`config.mk`:
```
export PLATFORM = sky130hd
export DESIGN_NAME = baud_gen
export DESIGN_NICKNAME = d
export VERILOG_FILES = /design/src/rtl/ubrg_pkg.sv /design/src/rtl/ubrg_divreg.sv /design/src/rtl/ubrg_timer.sv /design/src/rtl/ubrg_bitdiv.sv /design/src/rtl/baud_gen.sv
export SDC_FILE = /design/constraint.sdc
export NUM_CORES = 1
export LEC_CHECK = 0
export ABC_AREA = 1
export CORE_ASPECT_RATIO = 0.5
export CORE_MARGIN = 2
export CORE_UTILIZATION = 52
export CTS_BUF_LIST = sky130_fd_sc_hd__clkbuf_2
export CTS_CLUSTER_SIZE = 24
export DETAILED_ROUTE_END_ITERATION = 6
export PLACE_DENSITY = 0.8
export SLEW_MARGIN = 10
export SYNTH_ARGS = -nofsm -noshare
export SYNTH_HDL_FRONTEND = slang
export SYNTH_SLANG_ARGS = --single-unit
```
`constraint.sdc`:
```
create_clock -name clk -period 1.4 [get_ports clk]
set_input_delay 0.14 -clock clk [delete_from_list [all_inputs] [get_ports clk]]
set_output_delay 0.14 -clock clk [all_outputs]
set_load 0.005 [all_outputs]
```
`src/rtl/ubrg_pkg.sv`:
```
package ubrg_pkg;
  localparam int DIV_W     = 16;
  localparam int SLOW_RATIO = 16;
  localparam int FAST_RATIO = 4;
  typedef enum logic {OSR_SLOW = 1'b0, OSR_FAST = 1'b1} osr_mode_e;
endpackage

```
`src/rtl/ubrg_divreg.sv`:
```
module ubrg_divreg #(
  parameter int W = ubrg_pkg::DIV_W
) (
  input  logic         clk,
  input  logic         rst,
  input  logic         we,
  input  logic [W-1:0] wdata,
  output logic [W-1:0] div_o
);
  always_ff @(posedge clk) begin
    if (rst)     div_o <= '0;
    else if (we) div_o <= wdata;
  end

  // reset leaves the divisor at zero
  a_r9_div_reset: assert property (@(posedge clk) rst |=> (div_o == '0));
  // a write loads the written value
  a_r1_div_load: assert property (@(posedge clk) disable iff (rst)
    we |=> (div_o == $past(wdata)));
endmodule

```
`src/rtl/ubrg_timer.sv`:
```
module ubrg_timer #(
  parameter int W = ubrg_pkg::DIV_W
) (
  input  logic         clk,
  input  logic         rst,
  input  logic         en,
  input  logic         clr,
  input  logic [W-1:0] div_i,
  output logic         hit_o,
  output logic         tick_o
);
  logic [W-1:0] cnt_q;
  logic         run;

  assign run   = en && !clr;
  assign hit_o = run && (cnt_q == div_i);

  always_ff @(posedge clk) begin
    if (rst || !run)         cnt_q <= '0;
    else if (cnt_q == div_i) cnt_q <= '0;
    else                     cnt_q <= cnt_q + 1'b1;
  end

  always_ff @(posedge clk) begin
    if (rst) tick_o <= 1'b0;
    else     tick_o <= hit_o;
  end

  // the running count never passes the divisor
  a_r2_cnt_bound: assert property (@(posedge clk) disable iff (rst)
    cnt_q <= div_i);
  // a divisor write restarts the count
  a_r6_write_clears: assert property (@(posedge clk) disable iff (rst)
    clr |=> (cnt_q == '0) && !tick_o);
  // disabled means idle
  a_r8_idle: assert property (@(posedge clk) disable iff (rst)
    !en |=> (cnt_q == '0) && !tick_o);
endmodule

```
`src/rtl/ubrg_bitdiv.sv`:
```
module ubrg_bitdiv #(
  parameter int SLOW = ubrg_pkg::SLOW_RATIO,
  parameter int FAST = ubrg_pkg::FAST_RATIO
) (
  input  logic clk,
  input  logic rst,
  input  logic en,
  input  logic clr,
  input  ubrg_pkg::osr_mode_e mode,
  input  logic hit_i,
  output logic bit_tick_o
);
  localparam int MAXR  = (SLOW > FAST) ? SLOW : FAST;
  localparam int SUB_W = (MAXR > 2) ? $clog2(MAXR) : 1;
  localparam logic [SUB_W-1:0] LIM_S = SUB_W'(SLOW - 1);
  localparam logic [SUB_W-1:0] LIM_F = SUB_W'(FAST - 1);

  logic [SUB_W-1:0]    sub_q;
  logic [SUB_W-1:0]    lim;
  ubrg_pkg::osr_mode_e mode_q;
  logic                mode_chg;
  logic                wrap;

  assign lim      = (mode == ubrg_pkg::OSR_FAST) ? LIM_F : LIM_S;
  assign mode_chg = (mode != mode_q);
  assign wrap     = (sub_q == lim);

  always_ff @(posedge clk) begin
    if (rst) mode_q <= ubrg_pkg::OSR_SLOW;
    else     mode_q <= mode;
  end

  always_ff @(posedge clk) begin
    if (rst || clr || !en || mode_chg) begin
      sub_q      <= '0;
      bit_tick_o <= 1'b0;
    end else if (hit_i) begin
      sub_q      <= wrap ? '0 : sub_q + 1'b1;
      bit_tick_o <= wrap;
    end else begin
      bit_tick_o <= 1'b0;
    end
  end

  // bit counter stays within the selected ratio
  a_r4_sub_bound: assert property (@(posedge clk) disable iff (rst)
    !mode_chg |-> (sub_q <= lim));
  // a mode change suppresses the next bit tick
  a_r7_mode_clear: assert property (@(posedge clk) disable iff (rst)
    mode_chg |=> !bit_tick_o && (sub_q == '0));
endmodule

```
`src/rtl/baud_gen.sv`:
```
module baud_gen #(
  parameter int DIV_W = ubrg_pkg::DIV_W,
  parameter int SLOW  = ubrg_pkg::SLOW_RATIO,
  parameter int FAST  = ubrg_pkg::FAST_RATIO
) (
  input  logic             clk,
  input  logic             rst,
  input  logic             en,
  input  logic             fast_mode,
  input  logic             div_we,
  input  logic [DIV_W-1:0] div_wdata,
  output logic             sample_tick,
  output logic             baud_tick
);
  logic [DIV_W-1:0]    div_q;
  logic                hit;
  ubrg_pkg::osr_mode_e mode;

  assign mode = fast_mode ? ubrg_pkg::OSR_FAST : ubrg_pkg::OSR_SLOW;

  ubrg_divreg #(.W(DIV_W)) u_div (
    .clk(clk), .rst(rst), .we(div_we), .wdata(div_wdata), .div_o(div_q)
  );

  ubrg_timer #(.W(DIV_W)) u_tmr (
    .clk(clk), .rst(rst), .en(en), .clr(div_we), .div_i(div_q),
    .hit_o(hit), .tick_o(sample_tick)
  );

  ubrg_bitdiv #(.SLOW(SLOW), .FAST(FAST)) u_bit (
    .clk(clk), .rst(rst), .en(en), .clr(div_we), .mode(mode),
    .hit_i(hit), .bit_tick_o(baud_tick)
  );

  // a bit tick always coincides with a sample tick
  a_r3_bit_on_sample: assert property (@(posedge clk) disable iff (rst)
    baud_tick |-> sample_tick);
  // reset silences both outputs
  a_r9_quiet_after_reset: assert property (@(posedge clk)
    rst |=> !sample_tick && !baud_tick);
endmodule

```
== Word level (Yosys, flattened, before mapping) ==
Index checks and enable logic that the tools add are counted.

* Equal/unequal tests: 3
* Reduce and logical (&&, ||, !) cells: 11
* Muxes and demuxes: 3
* Bitwise gates (word level): 1
* Add/sub/neg operators: 2

{| class="wikitable"
|+ Operators by type and width
! cell !! number
|-
| $add A16 B1 Y16 const B || 1
|-
| $eq A16 B16 Y1 || 1
|-
| $mux W4 || 2
|-
| $add A4 B1 Y4 const B || 1
|-
| $eq A4 B4 Y1 || 1
|-
| $logic_or A1 B1 Y1 || 4
|-
| $reduce_or A2 Y1 || 2
|-
| $logic_not A1 Y1 || 3
|-
| $logic_and A1 B1 Y1 || 2
|-
| $mux W1 || 1
|-
| $ne A1 B1 Y1 || 1
|-
| $not A1 Y1 || 1
|}

* Word-level logic and storage cells: 26
* Bits in registers: 39
* Output and inout port bits: 2

== Longest topological paths before layout ==
Gate-level depths: netlist of the first run.

* Depth after elaboration: 5
* Gate-level depth with buffers: 10
* Gate-level depth less buffers: 10

== Modules after synthesis ==
Synthesis of the first run repeated with hierarchy kept, for this count alone.

* Cells, all modules: 328
* Area total of the unflattened synthesis: 2072.0 um2

{| class="wikitable"
|+ By module, submodules not included
! module !! sequential area each (um2) !! area an instance (um2) !! instances !! cells each
|-
| ubrg_timer || 340.3 || 1093.5 || 1 || 184
|-
| ubrg_divreg || 320.3 || 670.6 || 1 || 101
|-
| ubrg_bitdiv || 120.1 || 307.8 || 1 || 43
|}

== Worst setup path before layout of the first run ==
OpenSTA, ideal clock, no wires.

* Path kind: flip-flop to flip-flop
* From: register u_tmr.cnt_q[0]
* To: register u_tmr.cnt_q[10]
* Path slack: 0.054 ns
* Arrival time: 1.276 ns
* Path buffers: 0
* Stages on the path, launching flop included: 7
* Clock period less this slack: 1.346 ns
* Path through: dfxtp_1 -> ha_1 -> nand2_1 -> nor3_4 -> nand4_1 -> or2_0 -> a21oi_1

* Longest elaborated chain between the ends: 2

{| class="wikitable"
|+ RTL lines
! item !! line !! source
|-
| from (decl) || ubrg_timer.sv:12 || <nowiki>logic [W-1:0] cnt_q;</nowiki>
|-
| from (signal assigned) || ubrg_timer.sv:21 || <nowiki>else cnt_q <= cnt_q + 1'b1;</nowiki>
|-
| parallel branches: the longest is 2 deep, another holds $add A16 B1 Y16 || n/a ||
|}

Several ways; the timed one is not identified.
A chain may end at the register's enable or synchronous reset.

== Final worst setup path of the first run ==
* From: register u_tmr.cnt_q[12]
* To: register u_tmr.cnt_q[14]

The elaborated chain is that of the path after synthesis.

==> results of run 1 <==
worst paths after layout:
kind | startpoint | end | slack [ns]
min reg2reg | u_div.div_o[8]$_SDFFE_PP0P_ | u_div.div_o[8]$_SDFFE_PP0P_ | 0.49
max reg2reg | u_tmr.cnt_q[12]$_SDFF_PP0_ | u_tmr.cnt_q[14]$_SDFF_PP0_ | -0.004
min | div_wdata[14] | u_div.div_o[14]$_SDFFE_PP0P_ | 0.28
max | u_tmr.cnt_q[12]$_SDFF_PP0_ | u_tmr.cnt_q[14]$_SDFF_PP0_ | -0.004
power breakdown:
group          switching [mW]  internal, mW  total [mW]
clock network           0.368         0.106       0.473
registers              0.0209          1.14        1.16
logic                   0.145         0.133       0.279
total                   0.534          1.38        1.92
registers in the layout (all words and copies together) (netlist names):
register / cells
u_div.div_o: 16
u_tmr.cnt_q: 16
u_bit.sub_q: 4
u_bit.bit_tick_o: 1
u_bit.mode_q: 1
u_tmr.tick_o: 1
cell families after synthesis:
logic type / synth area share
simple gates: 0.356
buf+inv: 0.0839
flops: 0.403
compound gates: 0.0943
xor+xnor: 0.0497
fa+ha+maj: 0.0129
cells in the mapped netlist (3+ instances only):
cell	number
nand4_1	8
nand2_1	67
a21oi_1	11
dfxtp_1	39
nand3_1	9
nor3_1	5
inv_1	32
a211oi_1	12
nor2_4	3
xor2_1	10
inv_2	3
nor3b_1	3
nor2_1	38
final cells by class:
type	instances	area (um2)
sequential	39	813
tap	51	63.8
clock buffer	5	25.0
clock inverter	2	8.76
timing repair buffer	53	478
inverter	35	131
fill	263	895
multi-input combinational	185	1090
repair_timing:
action	CTS	global route
pin swaps	3	17
setup buffers	1	2
gates resized for setup	16	40
endpoints found under the setup margin	18	24
routing by layer:
| metal | vias to the layer above | GRT usage |
|---|---|---|
| met3 | 9 | 0.0514 |
| met5 | - | 0 |
| met4 | 0 | 0.0646 |
| met1 | 840 | 0.262 |
| li1 | 948 | - |
| met2 | 31 | 0.397 |
worst reg2reg max path: cells and delay by family, from the launching register on:
family          cells  cell delay [ns]
simple gates        3             0.64
flops               1             0.40
compound gates      1             0.12
buf+inv             2             0.19
per-stage QoR:
step / util / instances
5_1_grt: 0.745 / 370
4_1_cts: 0.712 / 368
6_report: 0.745 / 370
3_3_place_gp: 0.688 / 360
3_5_place_dp: 0.688 / 360
2_1_floorplan: - / 265
==> results by group, run 1 <==
Status
  – Status: finished, violations left
  – Failing checks: setup timing

CTS
  – CTS tree: done
  – CTS max path bufs: 2
  – H-Tree Depth: 2
  – Total CTS buffers: 5
  – Clock latency on the worst-skew pair: 0.40 ns
  – Hold buffers post-CTS: 0
  – Clock transition at the registers of the reported paths: 0.19 ns
  – CTS root buffer: clkbuf_2
  – Clock Sink Count: 39

Timing
  – Tightest Pin Transition: 0.234 ns
  – Fin crit share: 1.00
  – Hold Fails Final Rpt: 0
  – Relative slew slack: 0.843
  – Tmin final: 1.40 ns
  – Setup Skew: 0.00789 ns
  – Setup TNS: -0.00406 ns
  – Final setup fails: 1
  – Slew Limit Fails: 0
  – Final WS setup: -0.00406 ns
  – RSZ-0062 raised after global routing: yes
  – WHS: 0.281 ns
  – F_max: 712 MHz

Die
  – Row count: 15
  – Floorplan Core Area: 0.00351 mm2
  – Initial Utilization: 0.552
  – Die height: 47.2 um
  – Die W: 90.3 um
  – I/O pins: 23
  – Die area: 0.00426 mm2

Finish
  – Commonest non-fill, non-tap cell in the layout: nand2_1
  – Area delta synth->final: 34.9%
  – Design area: 0.00262 mm2
  – Most frequent cells in the layout: nand2_1, inv_1, nor2_1
  – ANT cells: 0
  – Share of post-route cells with drive strength above 1: 0.307
  – Number of nets in the layout: 342

Min path
  – Min-Delay Path Class: input port to flip-flop
  – Hold path cells: 3

Synth
  – Post-synth ARST share: 0
  – Synthesized cell area: 0.00194 mm2
  – Yosys reg bits: 39
  – Synth area leaders: dfxtp_1, nand2_1, nor2_1
  – EDFF count, synth: 0
  – Top_reg_cell synth: dfxtp_1
  – Synth top area share: 0.403
  – Synth Instances: 265
  – Register area share after synthesis: 0.403
  – Net Count, Synth: 288
  – Post-synthesis area per instance: 7.31 um2
  – Synth cell types: 30
  – Area leader, netlist: dfxtp_1
  – Synthesis warning total: 0

Placement
  – DP HPWL: 3.13 mm
  – Routability cong.: 0.820
  – Dpl cell area: 0.00241 mm2
  – Pre-CTS WS: -0.110 ns
  – IO buf count: 22

Routing
  – Initial drt markers: 87
  – Routed vias: 1828
  – Wire length on met2: 2.15 mm
  – Wire length on met1: 2.16 mm
  – Residual DRC count: 0
  – Top Metal Used: met4
  – WL per Instance: 12.2 um
  – WL final: 4.52 mm
  – ANT nets after route: 0
  – Initial DRT Pass Iterations: 4
  – Via/cell ratio: 4.94
  – Routed met3 length: 148 um

Setup path
  – Reg2reg path depth: 6
  – Slowest CP cell: dfxtp_2
  – Worst path required time: 1.74 ns
  – CP Depth: 6
  – CP Max Fanout: 4
  – Top Family by Delay on Critical Path: simple AND/OR/NAND/NOR gates
  – Crit path DAT: 1.75 ns
  – CP startpoint kind: flip-flop
  – Critical path capture point type: flip-flop
  – Worst path bufs/invs: 2
  – CP cell instances: inv_1 -> buf_4 -> nor3_1 -> nand3_1 -> or2_2 -> a21oi_1
  – Critical path type: flip-flop to flip-flop
  – CP peak stage delay: 0.40 ns

Power
  – Max VDD drop: 0.518 mV
  – Pwr Total: 1.92 mW
  – Pwr/cell area: 732 mW/mm2
  – Leakage: 1.14 nW

Global routing
  – GRT Util Overall: 0.214
  – Vias in the first global route: 1609
  – Gr ovfl total: 0
  – Largest net degree at the start of global routing: 29
  – First-pass GRT wire length: 7.07 mm
  – Initial antenna violation count: 0

Run
  – MaxCap Viol Count: 0
No activity file was read; power rests on OpenSTA's default activity.
==> run 2, diff against run 1 <==
--- a/config.mk
+++ b/config.mk
@@ -8,11 +8,11 @@
 export ABC_AREA = 1
 export CORE_ASPECT_RATIO = 0.5
 export CORE_MARGIN = 2
-export CORE_UTILIZATION = 52
+export CORE_UTILIZATION = 40
 export CTS_BUF_LIST = sky130_fd_sc_hd__clkbuf_2
 export CTS_CLUSTER_SIZE = 24
 export DETAILED_ROUTE_END_ITERATION = 6
-export PLACE_DENSITY = 0.8
+export PLACE_DENSITY = 0.65
 export SLEW_MARGIN = 10
 export SYNTH_ARGS = -nofsm -noshare
 export SYNTH_HDL_FRONTEND = slang
==> results by group, run 2 (synthesized netlist as in run 1, its figures left out) <==
Die
  – Row count: 17 (+2)
  – Die area: 0.00545 mm2 (+28%)
  – Die height: 53.2 um (+13%)
  – Initial Utilization: 0.428 (-0.124)
  – Floorplan Core Area: 0.00453 mm2 (+29%)
  – I/O pins: 23 (unchanged)
  – Die W: 102 um (+13%)

Timing
  – Final WS setup: -0.0674 ns (-0.0633 ns)
  – F_max: 681 MHz (-4.3%)
  – Hold Fails Final Rpt: 0 (unchanged)
  – Slew Limit Fails: 0 (unchanged)
  – Tightest Pin Transition: 0.283 ns (+0.0488 ns)
  – Setup Skew: 0.0207 ns (+0.0128 ns)
  – Tmin final: 1.47 ns (+0.0633 ns)
  – RSZ-0062 raised after global routing: yes
  – Final setup fails: 22 (+21)
  – Relative slew slack: 0.811 (-0.0319)
  – WHS: 0.279 ns (-0.00195 ns)
  – Fin crit share: 1.05 (+0.0452)

Global routing
  – Largest net degree at the start of global routing: 18 (-38%)
  – Gr ovfl total: 0 (unchanged)
  – Vias in the first global route: 1679 (+4.4%)
  – First-pass GRT wire length: 7.22 mm (+2.1%)
  – GRT Util Overall: 0.175 (-0.0396)
  – Initial antenna violation count: 0 (unchanged)

Finish
  – Most frequent cells in the layout: nand2_1, nor2_1, buf_4
  – Area delta synth->final: 40.3%
  – Design area: 0.00272 mm2 (+4.0%)
  – Share of post-route cells with drive strength above 1: 0.307 (about the same)
  – Top Registers: u_div.div_o (16), u_tmr.cnt_q (16), u_bit.sub_q (4)
  – Commonest non-fill, non-tap cell in the layout: nand2_1
  – Fill count: 405 (+54%)
  – Number of nets in the layout: 351 (+2.6%)
  – ANT cells: 0 (unchanged)

Setup path
  – CP peak stage delay: 0.41 ns (about the same)
  – CP startpoint kind: flip-flop
  – Top Family by Delay on Critical Path: simple AND/OR/NAND/NOR gates
  – Slowest CP cell: dfxtp_4
  – Critical path type: flip-flop to flip-flop
  – Worst path bufs/invs: 2 (unchanged)
  – Worst path required time: 1.70 ns (-0.04 ns)
  – CP most frequent cell: nand2_1
  – CP Max Fanout: 16 (+12)
  – Critical path capture point type: flip-flop
  – Crit path DAT: 1.76 ns (about the same)
  – CP cell instances: buf_6 -> inv_1 -> nand2_1 -> nand2_1 -> nor2_1 -> nand2_1 -> nor2_4 -> nand2_4 -> nand2_8 -> nor3_1

CTS
  – Clock transition at the registers of the reported paths: 0.20 ns (about the same)
  – Hold buffers post-CTS: 0 (unchanged)
  – Total CTS buffers: 5 (unchanged)
  – CTS max path bufs: 2 (unchanged)
  – CTS tree: done
  – Clock latency on the worst-skew pair: 0.40 ns (about the same)
  – H-Tree Depth: 2 (unchanged)
  – Clock Sink Count: 39 (unchanged)
  – CTS root buffer: clkbuf_2

Routing
  – WL per Instance: 11.5 um (-6.0%)
  – Routed vias: 1880 (+2.8%)
  – ANT nets after route: 0 (unchanged)
  – Initial DRT Pass Iterations: 4 (unchanged)
  – WL final: 4.54 mm (+0.40%)
  – Residual DRC count: 0 (unchanged)
  – Via/cell ratio: 4.76 (-3.7%)
  – Initial drt markers: 53 (-39%)

Min path
  – Min-Delay Path Class: input port to flip-flop

Run
  – MaxCap Viol Count: 0 (unchanged)

Power
  – Leakage: 1.21 nW (+6.4%)
  – Pwr/cell area: 715 mW/mm2 (-2.4%)
  – Max VDD drop: 0.285 mV (-45%)

Status
  – Status: finished, violations left
  – Failing checks: setup timing

Placement
  – IO buf count: 22 (unchanged)
  – DP HPWL: 3.10 mm (-0.94%)
  – Dpl cell area: 0.00247 mm2 (+2.3%)
  – Routability cong.: 0.848 (+3.4%)
run 2: cell count changes in the layout (fill, tap and decap cells not counted), moves of 3 or more:
cell     change
buf_4        +3
nor2_1       +3
dfxtp_1      +4
buf_6        +6
nand2_2      -4
nand2_1      +3
run 2: worst reg2reg max path: stages (launching register included):
cell and delay [ns]:
dfxtp_4 0.41, buf_6 0.10, inv_1 0.03, nand2_1 0.04, nand2_1 0.06, nor2_1 0.11
nand2_1 0.10, nor2_4 0.21, nand2_4 0.10, nand2_8 0.13, nor3_1 0.07
run 2: cell type report:
| type | count | area (um2) | area share |
|---|---|---|---|
| Timing Repair Buffer | 62 | 568 | 0.209 |
| Clock buffer | 7 | 35.0 | 0.0129 |
| Inverter | 35 | 131 | 0.0483 |
| Tap cell | 66 | 82.6 | 0.0304 |
| Clock inverter | 1 | 5.00 | 0.00184 |
| Sequential cell | 39 | 803 | 0.295 |
| Multi-Input combinational cell | 185 | 1090 | 0.402 |
run 2: per-layer routing:
metal / vias up / wire, um / global-route usage / part of all wire
met1: 876 / 2240 / 0.217 / 0.49
li1: 964 / - / - / -
met5: - / 0 / 0 / 0
met4: 0 / 73 / 0.0733 / 0.016
met2: 30 / 2080 / 0.292 / 0.46
met3: 10 / 152 / 0.0436 / 0.033
run 2: stage by stage:
step / power, mW / instances / setup slack, ns / TNS (ns) / util
after floorplan: 1.33 / 265 / 0.0540 / 0 / -
after global routing: 2.04 / 395 / -0.164 / -2.49 / 0.600
after CTS: 1.94 / 391 / -0.0557 / -0.116 / 0.570
final: 1.94 / 395 / -0.0674 / -0.721 / 0.600
after detailed placement: 1.44 / 380 / -0.0527 / -0.344 / 0.545
after global placement: 1.43 / 380 / -0.0533 / -0.0802 / 0.545
run 2: report_power, final:
part,total [mW],switching [mW],internal [mW]
clock,0.506,0.370,0.136
combinational,0.276,0.141,0.135
sequential,1.16,0.0182,1.14
run 2: final timing paths:
path | from | end | slack (ns) | cells past startpoint
setup / recovery | u_tmr.cnt_q[1]$_SDFF_PP0_ | u_tmr.cnt_q[12]$_SDFF_PP0_ | -0.07 | 10
hold / removal | div_wdata[11] | u_div.div_o[11]$_SDFFE_PP0P_ | 0.28 | 3
setup reg to reg | u_tmr.cnt_q[1]$_SDFF_PP0_ | u_tmr.cnt_q[12]$_SDFF_PP0_ | -0.07 | 10
hold reg to reg | u_div.div_o[15]$_SDFFE_PP0P_ | u_div.div_o[15]$_SDFFE_PP0P_ | 0.49 | 2
run 2: what timing repair did:
| action | CTS | global route |
|---|---|---|
| hold endpoints to repair | 0 | 0 |
| buffers inserted | 3 | 4 |
| setup endpoints to repair | 18 | 24 |
| gates resized for setup | 15 | 37 |
| pin swaps | 7 | 19 |
==> run 3, diff against run 2 <==
--- a/config.mk
+++ b/config.mk
@@ -13,6 +13,7 @@
 export CTS_CLUSTER_SIZE = 24
 export DETAILED_ROUTE_END_ITERATION = 6
 export PLACE_DENSITY = 0.65
+export SKIP_LAST_GASP = 1
 export SLEW_MARGIN = 10
 export SYNTH_ARGS = -nofsm -noshare
 export SYNTH_HDL_FRONTEND = slang
==> results by group, run 3 (synthesized netlist as in run 1, its figures left out) <==
Timing
  – F_max: 675 MHz (-0.93%)
  – Hold Fails Final Rpt: 0 (unchanged)
  – Slew Limit Fails: 0 (unchanged)
  – Relative slew slack: 0.815 (+0.00391)
  – Final WS setup: -0.0811 ns (-0.0137 ns)
  – Fin crit share: 1.06 (+0.00980)
  – Setup TNS: -0.863 ns (-0.142 ns)
  – Final setup fails: 22 (unchanged)
  – Setup Skew: 0.0261 ns (+0.00539 ns)
  – Tightest Pin Transition: 0.277 ns (-0.00585 ns)
  – Tmin final: 1.48 ns (+0.0137 ns)
  – RSZ-0062 raised after global routing: yes

Die
  – Floorplan Core Area: 0.00453 mm2 (unchanged)
  – Row count: 17 (unchanged)
  – Die area: 0.00545 mm2 (unchanged)
  – Initial Utilization: 0.428 (unchanged)
  – Die height: 53.2 um (unchanged)
  – I/O pins: 23 (unchanged)
  – Die W: 102 um (unchanged)

CTS
  – Clock Sink Count: 39 (unchanged)
  – Total CTS buffers: 5 (unchanged)
  – Clock latency on the worst-skew pair: 0.41 ns (about the same)
  – CTS max path bufs: 2 (unchanged)
  – H-Tree Depth: 2 (unchanged)
  – Hold buffers post-CTS: 0 (unchanged)
  – Clock transition at the registers of the reported paths: 0.20 ns (about the same)
  – CTS root buffer: clkbuf_2
  – CTS tree: done

Power
  – Logic pwr share: 0.141 (about the same)
  – Pwr Total: 1.94 mW (-0.10%)
  – Switching share of power: 0.272 (-0.000478)
  – Clock power frac: 0.260 (about the same)
  – Int Pwr: 1.42 mW (about the same)
  – Max VDD drop: 0.288 mV (+0.83%)
  – Pwr/cell area: 717 mW/mm2 (+0.31%)
  – Leakage: 1.20 nW (-1.3%)
  – NetSw: 0.528 mW (-0.28%)
  – Seq pwr share: 0.598 (about the same)

Finish
  – Most frequent cells in the layout: nand2_1, nor2_1, inv_1, buf_4, dfxtp_1
  – Fin cells: 395 (unchanged)
  – ANT cells: 0 (unchanged)
  – Commonest non-fill, non-tap cell in the layout: nand2_1
  – Area delta synth->final: 39.8%
  – Multi-input combinational cell area: 0.00108 mm2 (-1.0%)
  – Sequential standard cell area: 803 um2 (unchanged)
  – Design area: 0.00271 mm2 (-0.41%)
  – Top Registers: u_div.div_o (16), u_tmr.cnt_q (16), u_bit.sub_q (4)
  – Fill count: 406 (+0.25%)
  – Number of nets in the layout: 351 (unchanged)
  – Share of post-route cells with drive strength above 1: 0.298 (-0.00912)

Run
  – MaxCap Viol Count: 0 (unchanged)

Global routing
  – Vias in the first global route: 1679 (unchanged)
  – Largest net degree at the start of global routing: 18 (unchanged)
  – Gr ovfl total: 0 (unchanged)
  – GRT Util Overall: 0.175 (unchanged)
  – First-pass GRT wire length: 7.22 mm (unchanged)
  – Initial antenna violation count: 0 (unchanged)

Setup path
  – Critical path type: flip-flop to flip-flop
  – CP startpoint kind: flip-flop
  – CP Max Fanout: 16 (unchanged)
  – Worst path required time: 1.69 ns (about the same)
  – Critical path capture point type: flip-flop
  – Crit path DAT: 1.77 ns (about the same)

Routing
  – Residual DRC count: 0 (unchanged)
  – Initial drt markers: 53 (unchanged)
  – WL final: 4.52 mm (-0.53%)
  – Via/cell ratio: 4.72 (-0.85%)
  – WL per Instance: 11.4 um (-0.53%)
  – ANT nets after route: 0 (unchanged)
  – Routed vias: 1864 (-0.85%)
  – Initial DRT Pass Iterations: 4 (unchanged)

Status
  – Status: finished, violations left
  – Failing checks: setup timing

Placement
  – Placed Cells: 380 (unchanged)
  – Dpl cell area: 0.00247 mm2 (unchanged)
  – IO buf count: 22 (unchanged)
  – DP HPWL: 3.10 mm (unchanged)
  – Routability cong.: 0.848 (unchanged)

Min path
  – Min-Delay Path Class: input port to flip-flop
## run 3: metal layers
metal / vias up / share of wire / GRT usage
li1: 966 / - / -
met1: 864 / 0.49 / 0.217
met2: 26 / 0.46 / 0.292
met3: 8 / 0.030 / 0.0436
met4: 0 / 0.014 / 0.0733
met5: - / 0 / 0
## run 3: through the flow
step | hold WS (ns) | utilization | setup slack, ns
after floorplan | 0.265 | - | 0.0540
after global placement | 0.460 | 0.545 | -0.0533
after detailed placement | 0.467 | 0.545 | -0.0527
after CTS | 0.270 | 0.570 | -0.0557
after global routing | 0.266 | 0.598 | -0.164
final | 0.279 | 0.598 | -0.0811
## run 3: area by class of cell
| cell class | instances | area share |
|---|---|---|
| clock inverter | 1 | 0.00185 |
| inverter | 35 | 0.0485 |
| sequential | 39 | 0.297 |
| clock buffer | 7 | 0.0129 |
| timing repair buffer | 62 | 0.210 |
| tap | 66 | 0.0305 |
| multi-input combinational | 185 | 0.400 |
## run 3: timing repair
| action | CTS | global route |
|---|---|---|
| buffers inserted | 3 | 4 |
| endpoints found under the setup margin | 18 | 24 |
| resized for setup | 15 | 33 |
| pin swaps | 6 | 19 |
## run 3: power groups by stage
stage | logic, mW | clock network [mW] | registers (mW)
after CTS | 0.259 | 0.517 | 1.16
after global routing | 0.303 | 0.563 | 1.17
after detailed placement | 0.250 | 0 | 1.19
after global placement | 0.246 | 0 | 1.19
after floorplan | 0.146 | 0 | 1.18
final | 0.274 | 0.506 | 1.16
## run 3: critical path, stage by stage, from the launching register on
cell,delay [ns]
dfxtp_4,0.41
buf_6,0.10
inv_1,0.03
nand2_1,0.04
nand2_1,0.06
nor2_1,0.11
nand2_1,0.10
nor2_4,0.21
nand2_4,0.10
nand2_8,0.13
nor3_1,0.06
## run 3: worst paths after layout
kind	startpoint	slack, ns	endpoint	cells past startpoint
max	u_tmr.cnt_q[1]$_SDFF_PP0_	-0.08	u_tmr.cnt_q[12]$_SDFF_PP0_	10
min reg2reg	u_div.div_o[15]$_SDFFE_PP0P_	0.49	u_div.div_o[15]$_SDFFE_PP0P_	2
max reg2reg	u_tmr.cnt_q[1]$_SDFF_PP0_	-0.08	u_tmr.cnt_q[12]$_SDFF_PP0_	10
min	div_wdata[11]	0.28	u_div.div_o[11]$_SDFFE_PP0P_	3
